===== config.mk =====
export PLATFORM = sky130hd
export DESIGN_NAME = aud_irq_agg
export DESIGN_NICKNAME = d
export VERILOG_FILES = /design/src/rtl/aud_irq_pkg.sv /design/src/rtl/aud_irq_w1c.sv /design/src/rtl/aud_irq_summary.sv /design/src/rtl/aud_irq_agg.sv
export SDC_FILE = /design/constraint.sdc
export NUM_CORES = 1
export LEC_CHECK = 0
export BUFFER_PORTS_ARGS = -buffer_cell sky130_fd_sc_hd__buf_2
export CAP_MARGIN = 20
export CORE_ASPECT_RATIO = 1.4
export CORE_MARGIN = 5
export CORE_UTILIZATION = 25
export CTS_BUF_LIST = sky130_fd_sc_hd__clkbuf_2 sky130_fd_sc_hd__clkbuf_4 sky130_fd_sc_hd__clkbuf_8
export CTS_CLUSTER_DIAMETER = 80
export DETAILED_ROUTE_END_ITERATION = 8
export HOLD_SLACK_MARGIN = 0.15
export PLACE_DENSITY = 0.52
export SLEW_MARGIN = 20
export SYNTH_ARGS = -nofsm -noshare
export SYNTH_HDL_FRONTEND = slang
export SYNTH_HIERARCHICAL = 1
export SYNTH_SLANG_ARGS = --single-unit

===== constraint.sdc =====
create_clock -name clk -period 2.25 [get_ports clk]
set_input_delay 0.1125 -clock clk [delete_from_list [all_inputs] [get_ports clk]]
set_output_delay 0.1125 -clock clk [all_outputs]
set_load 0.05 [all_outputs]

===== src/rtl/aud_irq_pkg.sv =====
package aud_irq_pkg;

    localparam int AIQ_DW         = 32;
    localparam int AIQ_AW         = 9;
    localparam int AIQ_CODECS     = 15;
    localparam int AIQ_IN_STRM    = 4;
    localparam int AIQ_OUT_STRM   = 4;
    localparam int AIQ_STRIDE     = 32;
    localparam int AIQ_CTL_ADDR   = 'h00;
    localparam int AIQ_STS_ADDR   = 'h04;
    localparam int AIQ_CODEC_ADDR = 'h08;
    localparam int AIQ_RING_ADDR  = 'h0C;
    localparam int AIQ_STRM_BASE  = 'h40;
    localparam int AIQ_GLB_BIT    = 31;
    localparam int AIQ_CTRL_BIT   = 30;

    // bit 0 buffer complete, bit 1 FIFO error, bit 2 descriptor error
    typedef struct packed {
        logic derr;
        logic ferr;
        logic bc;
    } strm_flags_t;

    typedef enum logic [2:0] {
        SEL_NONE,
        SEL_CTL,
        SEL_STS,
        SEL_CODEC,
        SEL_RING,
        SEL_STRM
    } reg_sel_t;

    // Writable bits of the control register for a given stream count
    function automatic logic [AIQ_DW-1:0] ctl_mask(input int ns);
        logic [AIQ_DW-1:0] m;
        m = '0;
        m[AIQ_GLB_BIT]  = 1'b1;
        m[AIQ_CTRL_BIT] = 1'b1;
        for (int i = 0; i < ns; i++) m[i] = 1'b1;
        return m;
    endfunction

endpackage


===== src/rtl/aud_irq_w1c.sv =====
module aud_irq_w1c #(
    parameter int W = 1
) (
    input  logic         clk,
    input  logic         rst,
    input  logic [W-1:0] set,
    input  logic         clr_en,
    input  logic [W-1:0] clr_mask,
    output logic [W-1:0] q
);

    logic [W-1:0] clr_eff;

    assign clr_eff = clr_en ? clr_mask : '0;

    // hardware set has priority over a software clear in the same cycle
    always_ff @(posedge clk) begin
        if (rst) q <= '0;
        else     q <= set | (q & ~clr_eff);
    end

    AST_SET_WINS: assert property (@(posedge clk) disable iff (rst) (|set) |=> ((q & $past(set)) == $past(set)));
    AST_ZERO_KEEPS: assert property (@(posedge clk) disable iff (rst) clr_en |=> ((q & ~$past(clr_mask)) == (($past(q) | $past(set)) & ~$past(clr_mask))));

endmodule


===== src/rtl/aud_irq_summary.sv =====
module aud_irq_summary #(
    parameter int NC = 15,
    parameter int NS = 8
) (
    input  logic          clk,
    input  logic          rst,
    input  logic [1:0]    ring,
    input  logic [NC-1:0] codec,
    input  logic [NC-1:0] wake,
    input  logic [NS-1:0] bc,
    input  logic          gie,
    input  logic          ctrl_en,
    input  logic [NS-1:0] strm_en,
    output logic          glb_q,
    output logic          ctrl_q,
    output logic [NS-1:0] strm_q,
    output logic          irq_q
);

    typedef struct packed {
        logic          glb;
        logic          ctrl;
        logic [NS-1:0] strm;
    } sum_t;

    sum_t sum_n, sum_r;
    logic irq_n;

    always_comb begin
        sum_n.ctrl = (|ring) | (|(codec & wake));
        sum_n.strm = bc;
        sum_n.glb  = sum_n.ctrl | (|sum_n.strm);
        irq_n      = gie & ((sum_n.ctrl & ctrl_en) | (|(sum_n.strm & strm_en)));
    end

    always_ff @(posedge clk) begin
        if (rst) begin
            sum_r <= '0;
            irq_q <= 1'b0;
        end else begin
            sum_r <= sum_n;
            irq_q <= irq_n;
        end
    end

    assign glb_q  = sum_r.glb;
    assign ctrl_q = sum_r.ctrl;
    assign strm_q = sum_r.strm;

    AST_RING_SOURCE: assert property (@(posedge clk) disable iff (rst) $past(|ring) |-> ctrl_q);
    AST_WAKE_SOURCE: assert property (@(posedge clk) disable iff (rst) $past(|(codec & wake)) |-> ctrl_q);
    AST_STRM_ONLY_BC: assert property (@(posedge clk) disable iff (rst) (strm_q & ~$past(bc)) == '0);
    AST_GLB_FROM_ANY: assert property (@(posedge clk) disable iff (rst) glb_q |-> $past((|ring) | (|(codec & wake)) | (|bc)));
    AST_LINE_NEEDS_GLB: assert property (@(posedge clk) disable iff (rst) irq_q |-> glb_q);
    AST_LINE_NEEDS_GIE: assert property (@(posedge clk) disable iff (rst) irq_q |-> $past(gie));
    AST_RESET_QUIET: assert property (@(posedge clk) rst |=> !irq_q);

endmodule


===== src/rtl/aud_irq_agg.sv =====
module aud_irq_agg
    import aud_irq_pkg::*;
#(
    parameter int DW   = AIQ_DW,
    parameter int AW   = AIQ_AW,
    parameter int NC   = AIQ_CODECS,
    parameter int NIN  = AIQ_IN_STRM,
    parameter int NOUT = AIQ_OUT_STRM
) (
    input  logic                  clk,
    input  logic                  rst,
    input  logic                  reg_wr,
    input  logic [AW-1:0]         reg_addr,
    input  logic [DW-1:0]         reg_wdata,
    output logic [DW-1:0]         reg_rdata,
    input  logic [NC-1:0]         codec_set,
    input  logic [NC-1:0]         wake_en,
    input  logic                  ring_resp_set,
    input  logic                  ring_ovf_set,
    input  logic [NIN+NOUT-1:0]   strm_bc_set,
    input  logic [NIN+NOUT-1:0]   strm_ferr_set,
    input  logic [NIN+NOUT-1:0]   strm_derr_set,
    input  logic [NIN+NOUT-1:0]   strm_fifo_rdy,
    output logic [DW-1:0]         int_status,
    output logic                  irq
);

    localparam int NS    = NIN + NOUT;
    localparam int SHIFT = $clog2(AIQ_STRIDE);
    localparam int IDX_W = (NS > 1) ? $clog2(NS) : 1;
    localparam logic [DW-1:0] CTL_WMASK = ctl_mask(NS);

    reg_sel_t            sel;
    logic [IDX_W-1:0]    sidx;
    logic [AW-1:0]       soff;
    logic [AW-SHIFT-1:0] sblk;
    logic [DW-1:0]       ctl_q;
    logic [NC-1:0]       codec_q;
    logic [1:0]          ring_q;
    strm_flags_t [NS-1:0] strm_q;
    logic [NS-1:0]       bc_vec;
    logic                glb_s, ctrl_s;
    logic [NS-1:0]       strm_s;

    // address decode: fixed words, then the strided stream blocks
    assign soff = reg_addr - AW'(AIQ_STRM_BASE);
    assign sblk = soff[AW-1:SHIFT];

    always_comb begin
        sel  = SEL_NONE;
        sidx = '0;
        if (reg_addr == AW'(AIQ_CTL_ADDR))        sel = SEL_CTL;
        else if (reg_addr == AW'(AIQ_STS_ADDR))   sel = SEL_STS;
        else if (reg_addr == AW'(AIQ_CODEC_ADDR)) sel = SEL_CODEC;
        else if (reg_addr == AW'(AIQ_RING_ADDR))  sel = SEL_RING;
        else if (reg_addr >= AW'(AIQ_STRM_BASE) && soff[SHIFT-1:0] == '0
                 && int'(sblk) < NS) begin
            sel  = SEL_STRM;
            sidx = IDX_W'(sblk);
        end
    end

    always_ff @(posedge clk) begin
        if (rst)                         ctl_q <= '0;
        else if (reg_wr && sel == SEL_CTL) ctl_q <= reg_wdata & CTL_WMASK;
    end

    aud_irq_w1c #(.W(NC)) u_codec (
        .clk(clk), .rst(rst), .set(codec_set),
        .clr_en(reg_wr && sel == SEL_CODEC), .clr_mask(reg_wdata[NC-1:0]),
        .q(codec_q)
    );

    aud_irq_w1c #(.W(2)) u_ring (
        .clk(clk), .rst(rst), .set({ring_ovf_set, ring_resp_set}),
        .clr_en(reg_wr && sel == SEL_RING), .clr_mask(reg_wdata[1:0]),
        .q(ring_q)
    );

    for (genvar i = 0; i < NS; i++) begin : g_strm
        logic [2:0] q3;
        aud_irq_w1c #(.W(3)) u_sts (
            .clk(clk), .rst(rst),
            .set({strm_derr_set[i], strm_ferr_set[i], strm_bc_set[i]}),
            .clr_en(reg_wr && sel == SEL_STRM && sidx == IDX_W'(i)),
            .clr_mask(reg_wdata[2:0]),
            .q(q3)
        );
        assign strm_q[i] = q3;
        assign bc_vec[i] = strm_q[i].bc;
    end

    aud_irq_summary #(.NC(NC), .NS(NS)) u_sum (
        .clk(clk), .rst(rst),
        .ring(ring_q), .codec(codec_q), .wake(wake_en), .bc(bc_vec),
        .gie(ctl_q[AIQ_GLB_BIT]), .ctrl_en(ctl_q[AIQ_CTRL_BIT]),
        .strm_en(ctl_q[NS-1:0]),
        .glb_q(glb_s), .ctrl_q(ctrl_s), .strm_q(strm_s), .irq_q(irq)
    );

    always_comb begin
        int_status               = '0;
        int_status[AIQ_GLB_BIT]  = glb_s;
        int_status[AIQ_CTRL_BIT] = ctrl_s;
        int_status[NS-1:0]       = strm_s;
    end

    always_comb begin
        unique case (sel)
            SEL_CTL:   reg_rdata = ctl_q;
            SEL_STS:   reg_rdata = int_status;
            SEL_CODEC: reg_rdata = DW'(codec_q);
            SEL_RING:  reg_rdata = DW'(ring_q);
            SEL_STRM:  reg_rdata = DW'({strm_fifo_rdy[sidx], strm_q[sidx]});
            default:   reg_rdata = '0;
        endcase
    end

    AST_FIFO_RDY_PASS: assert property (@(posedge clk) disable iff (rst) (sel == SEL_STRM) |-> (reg_rdata[3] == strm_fifo_rdy[sidx]));
    AST_CTL_RESET: assert property (@(posedge clk) rst |=> (ctl_q == '0 && int_status == '0));

endmodule


==> flow_summary.html <==
<table>
<tr><th>Metric</th><th>Value</th></tr>
<tr><th colspan="2">Floorplan</th></tr>
<tr><td>Total die area</td><td>16700 um^2</td></tr>
<tr><td>Effective utilization at floorplan</td><td>around a quarter</td></tr>
<tr><td>Core region area</td><td>13900 um^2</td></tr>
<tr><td>Die width</td><td>111 um</td></tr>
<tr><td>Row count</td><td>51</td></tr>
<tr><td>Die height</td><td>around 150 um</td></tr>
<tr><td>IO Pins</td><td>173</td></tr>
<tr><th colspan="2">Yosys</th></tr>
<tr><td>Post-Synth Adder-Cell Area</td><td>0.705%</td></tr>
<tr><td>Top cells by count, synth</td><td>76 x sky130_fd_sc_hd__nor2_1, 62 x sky130_fd_sc_hd__dfxtp_1, 46 x sky130_fd_sc_hd__inv_1, 40 x sky130_fd_sc_hd__buf_4, 31 x sky130_fd_sc_hd__a311oi_1</td></tr>
<tr><td>Synth top area share</td><td>35.0%</td></tr>
<tr><td>Cell area after synthesis</td><td>between 3000 and 4000 um^2</td></tr>
<tr><td>Post-Synth Simple-Gate Area</td><td>a little over 20%</td></tr>
<tr><td>Ys async rst share</td><td>0%</td></tr>
<tr><td>Average size of a mapped cell</td><td>roughly 9 um^2</td></tr>
<tr><td>Library cell with the largest summed area after synthesis</td><td>sky130_fd_sc_hd__dfxtp_1</td></tr>
<tr><td>Sequential area share after synthesis</td><td>approximately a third</td></tr>
<tr><td>Register bit total from synthesis</td><td>between 60 and 70</td></tr>
<tr><td>Xor and xnor fraction of the mapped netlist area</td><td>0%</td></tr>
<tr><td>Ys flop type</td><td>sky130_fd_sc_hd__dfxtp_1</td></tr>
<tr><td>Dominant cell by count in the synthesized netlist</td><td>sky130_fd_sc_hd__nor2_1</td></tr>
<tr><td>EDFF count, synth</td><td>0</td></tr>
<tr><td>Multiplexer fraction of the synthesized cell area</td><td>between 8 and 9%</td></tr>
<tr><td>Share of the synthesized area in compound gates (AO/OA/AOI/OAI)</td><td>19.9%</td></tr>
<tr><td>Yosys warning total</td><td>6</td></tr>
<tr><td>Netlist cell types</td><td>between 50 and 60</td></tr>
<tr><td>Main combinational cell family by area after synthesis</td><td>simple AND/OR/NAND/NOR gates</td></tr>
<tr><td>Top cells by area, synth</td><td>sky130_fd_sc_hd__dfxtp_1 35%, sky130_fd_sc_hd__buf_4 8.5%, sky130_fd_sc_hd__nor2_1 8.0%</td></tr>
<tr><td>Cells after synthesis</td><td>between 400 and 500</td></tr>
<tr><th colspan="2">Power and ir drop</th></tr>
<tr><td>Switching power share of the total</td><td>~31%</td></tr>
<tr><td>Share of power burned in the clock network</td><td>approximately a third</td></tr>
<tr><td>Switching power summed over all nets</td><td>roughly 850 uW</td></tr>
<tr><td>Maximum resistive drop on vdd</td><td>around 0.00026 V</td></tr>
<tr><td>Logic pwr share</td><td>about 23%</td></tr>
<tr><td>P_int</td><td>approximately 1900 uW</td></tr>
<tr><td>Total power density per cell area</td><td>about 540 nW/um^2</td></tr>
<tr><td>Part of the total power dissipated in sequential elements</td><td>between 40% and 50%</td></tr>
<tr><td>Leakage</td><td>0.00232 uW</td></tr>
<tr><th colspan="2">STA</th></tr>
<tr><td>Worst max-slew margin expressed relative to the limit</td><td>roughly 58%</td></tr>
<tr><td>Maximum frequency from static timing analysis</td><td>about 460 MHz</td></tr>
<tr><td>Setup-failing EPs final</td><td>0</td></tr>
<tr><td>Worst hold slack after final layout</td><td>roughly 0.16 ns</td></tr>
<tr><td>Final slew viol count</td><td>0</td></tr>
<tr><td>Setup repair after global routing missed its margin</td><td>no</td></tr>
<tr><td>Minimum clock period after layout</td><td>2.18 ns</td></tr>
<tr><td>Hold Violations, Final</td><td>0</td></tr>
<tr><td>Slew @ Worst Pin</td><td>0.637 ns</td></tr>
<tr><td>Part of the cycle the worst path needs</td><td>a little under 100%</td></tr>
<tr><td>Worst Clk Skew</td><td>approximately 0.0096 ns</td></tr>
<tr><th colspan="2">Min path</th></tr>
<tr><td>Min-Delay Path Class</td><td>primary input to register</td></tr>
<tr><td>Hold wc startpoint</td><td>wake_en[8]</td></tr>
<tr><th colspan="2">Setup path</th></tr>
<tr><td>Register-to-Register Setup Slack</td><td>approximately 0.51 ns</td></tr>
<tr><td>Critical path launch point type</td><td>primary input</td></tr>
<tr><td>Critical Path AT</td><td>2.41 ns</td></tr>
<tr><td>Maximum fanout along the worst path</td><td>15</td></tr>
<tr><td>Critical path type</td><td>primary input to register</td></tr>
<tr><td>R2R Path Start</td><td>u_codec/q[5]</td></tr>
<tr><td>Data required time of the critical path</td><td>between 2 and 2.5 ns</td></tr>
<tr><td>Startpoint of the worst setup timing path</td><td>reg_addr[6]</td></tr>
<tr><td>Endpoint class of the critical path</td><td>register</td></tr>
<tr><th colspan="2">Routing</th></tr>
<tr><td>Number of iterations in the first detailed-routing pass</td><td>4</td></tr>
<tr><td>Detailed Route Iter0 Violations</td><td>around 150</td></tr>
<tr><td>Number of remaining DRC errors</td><td>0</td></tr>
<tr><td>Routed via count</td><td>3501</td></tr>
<tr><td>Mean routed wirelength per cell</td><td>roughly 15 um</td></tr>
<tr><td>Via/cell ratio</td><td>between 4 and 5</td></tr>
<tr><td>Overall routed net length</td><td>roughly 12000 um</td></tr>
<tr><td>Number of nets still failing antenna checks after routing</td><td>0</td></tr>
<tr><th colspan="2">Clock network</th></tr>
<tr><td>Clock tree from TritonCTS</td><td>built</td></tr>
<tr><td>CTS max path bufs</td><td>2</td></tr>
<tr><td>Number of buffers added by the clock tree synthesis step</td><td>9</td></tr>
<tr><td>Clock transition at path regs</td><td>around 0.07 ns</td></tr>
<tr><td>TritonCTS Sinks</td><td>between 60 and 70</td></tr>
<tr><td>Insertion delay of the later-clocked pin in the worst-skew pair</td><td>between 0.3 and 0.4 ns</td></tr>
<tr><td>H-tree lvl count</td><td>3</td></tr>
<tr><td>Clk Tree Root Cell</td><td>sky130_fd_sc_hd__clkbuf_8</td></tr>
<tr><th colspan="2">GRT</th></tr>
<tr><td>Antenna violations before repair</td><td>0</td></tr>
<tr><td>Final global-route overflow total</td><td>0</td></tr>
<tr><td>Wire length of the first global-routing pass</td><td>18400 um</td></tr>
<tr><td>All-Layer GR Usage</td><td>14.0%</td></tr>
<tr><td>Maximum number of pins on one net before global-route repair</td><td>34</td></tr>
<tr><td>Number of global-route vias before repair</td><td>3479</td></tr>
<tr><th colspan="2">Layout</th></tr>
<tr><td>Post-route non-filler standard cell count</td><td>between 700 and 800</td></tr>
<tr><td>Inserted Diodes</td><td>0</td></tr>
<tr><td>Fraction of final layout cells sized beyond drive strength 1</td><td>30.7%</td></tr>
<tr><td>Count of nets after finishing</td><td>around 700</td></tr>
<tr><td>Signed area change from the synthesized netlist to the final layout</td><td>42.2%</td></tr>
<tr><th colspan="2">Run</th></tr>
<tr><td>Max-cap check violation count</td><td>0</td></tr>
<tr><th colspan="2">Placement</th></tr>
<tr><td>Total placed cells including tap cells</td><td>709</td></tr>
<tr><td>GPL Wtd Cong</td><td>between 0.8 and 0.9</td></tr>
<tr><td>HPWL reported at the end of detailed placement</td><td>between 9000 and 10000 um</td></tr>
<tr><td>IO buf count</td><td>120</td></tr>
<tr><th colspan="2">Status</th></tr>
<tr><td>Outcome</td><td>completed</td></tr>
</table>
## layout by cell type (no fill, tap or decap), types with 2 or more instances in the layout
cell type                         n
sky130_fd_sc_hd__a21oi_1          6
sky130_fd_sc_hd__a22oi_1          8
sky130_fd_sc_hd__a2bb2oi_1        2
sky130_fd_sc_hd__a311oi_1        31
sky130_fd_sc_hd__a311oi_2        10
sky130_fd_sc_hd__and2_1           8
sky130_fd_sc_hd__buf_2          120
sky130_fd_sc_hd__buf_4           14
sky130_fd_sc_hd__clkbuf_4         3
sky130_fd_sc_hd__clkbuf_8        11
sky130_fd_sc_hd__conb_1          37
sky130_fd_sc_hd__dfxtp_1         62
sky130_fd_sc_hd__dlygate4sd3_1   57
sky130_fd_sc_hd__ha_1             2
sky130_fd_sc_hd__inv_1           46
sky130_fd_sc_hd__mux2i_1         26
sky130_fd_sc_hd__mux4_2           2
sky130_fd_sc_hd__nand2_1         13
sky130_fd_sc_hd__nand2_2          2
sky130_fd_sc_hd__nor2_1          76
sky130_fd_sc_hd__nor2b_1          9
sky130_fd_sc_hd__nor3_1           6
sky130_fd_sc_hd__nor3_2           3
sky130_fd_sc_hd__nor4_1           2
sky130_fd_sc_hd__nor4b_2          2
sky130_fd_sc_hd__o21ai_0          3
sky130_fd_sc_hd__o21ai_1          3
sky130_fd_sc_hd__o31ai_2          2
sky130_fd_sc_hd__o32a_1           2
sky130_fd_sc_hd__or3_1            2
## logic make-up after synthesis
logic type                 count (synthesis)
other                                      1
AOI/OAI and AO/OA                         79
buffers and inverters                     98
adders and majority gates                  2
muxes                                     28
and+or+nand+nor                          136
DFF                                       62
## critical path: stages
cell and delay, ns:
sky130_fd_sc_hd__buf_2 0.11, sky130_fd_sc_hd__inv_1 0.07, sky130_fd_sc_hd__ha_1 0.17, sky130_fd_sc_hd__or4b_4 0.51
sky130_fd_sc_hd__nor3_4 0.21, sky130_fd_sc_hd__nand2_2 0.10, sky130_fd_sc_hd__nor2_4 0.11, sky130_fd_sc_hd__and2_1 0.17
sky130_fd_sc_hd__buf_12 0.16, sky130_fd_sc_hd__a311oi_1 0.10, sky130_fd_sc_hd__dlygate4sd3_1 0.58
## registers in the layout (all words and copies together), names as in the netlist
signal / cells
u_sum/ctrl_q: 1
u_sum/irq_q: 1
u_codec/q: 15
u_sum/glb_q: 1
u_sum/strm_q: 8
ctl_q: 10
u_ring/q: 2
g_strm.u_sts/q: 24
## layout make-up
type,instances,area (um^2)
Timing Repair Buffer,192,1300
Inverter,46,173
Tap cell,185,231
Clock inverter,1,5.00
Sequential cell,62,1240
Multi-Input combinational cell,282,1920
Fill cell,1463,8870
Clock buffer,14,174
## what timing repair did
item	4_1_cts	5_1_grt
setup buffers	0	1
endpoints found under the hold margin	49	0
resized for setup	0	1
setup endpoints to repair	0	10
hold buffers	57	0
## final timing paths
check | to | depth (start not counted)
min reg2reg | g_strm[4].u_sts/q[1] | 2
max | u_codec/q[11] | 11
min | u_sum/ctrl_q | 5
max reg2reg | u_sum/irq_q | 5
## per-stage QoR
step	util, %	setup WS, ns	setup TNS, ns	total power [uW]	area (um^2)
finish	36.3	0.0661	0	2750	5040
detailed placement	30.8	0.149	0	1780	4280
global placement	30.8	0.175	0	1770	4280
CTS	36.2	0.00972	0	2790	5030
floorplan	-	-0.130	-0.336	1640	3710
global route	36.3	0.00875	0	2880	5040
## power by group through the flow
stage / sequential [uW] / clock (uW) / combinational [uW]
final: 1210 / 908 / 628
after global routing: 1220 / 979 / 681
after CTS: 1210 / 945 / 627
after detailed placement: 1240 / 0 / 543
after global placement: 1240 / 0 / 536
after floorplan: 1240 / 0 / 394
## layer usage
layer  GRT usage [%]  routed length, um  share of wire, %
met4            4.25                130               1.1
met3            3.56                717               6.0
met2            25.6               6160                52
met1            16.0               4870                41
met5               0                  0                 0
No activity file was read; power rests on OpenSTA's default activity.
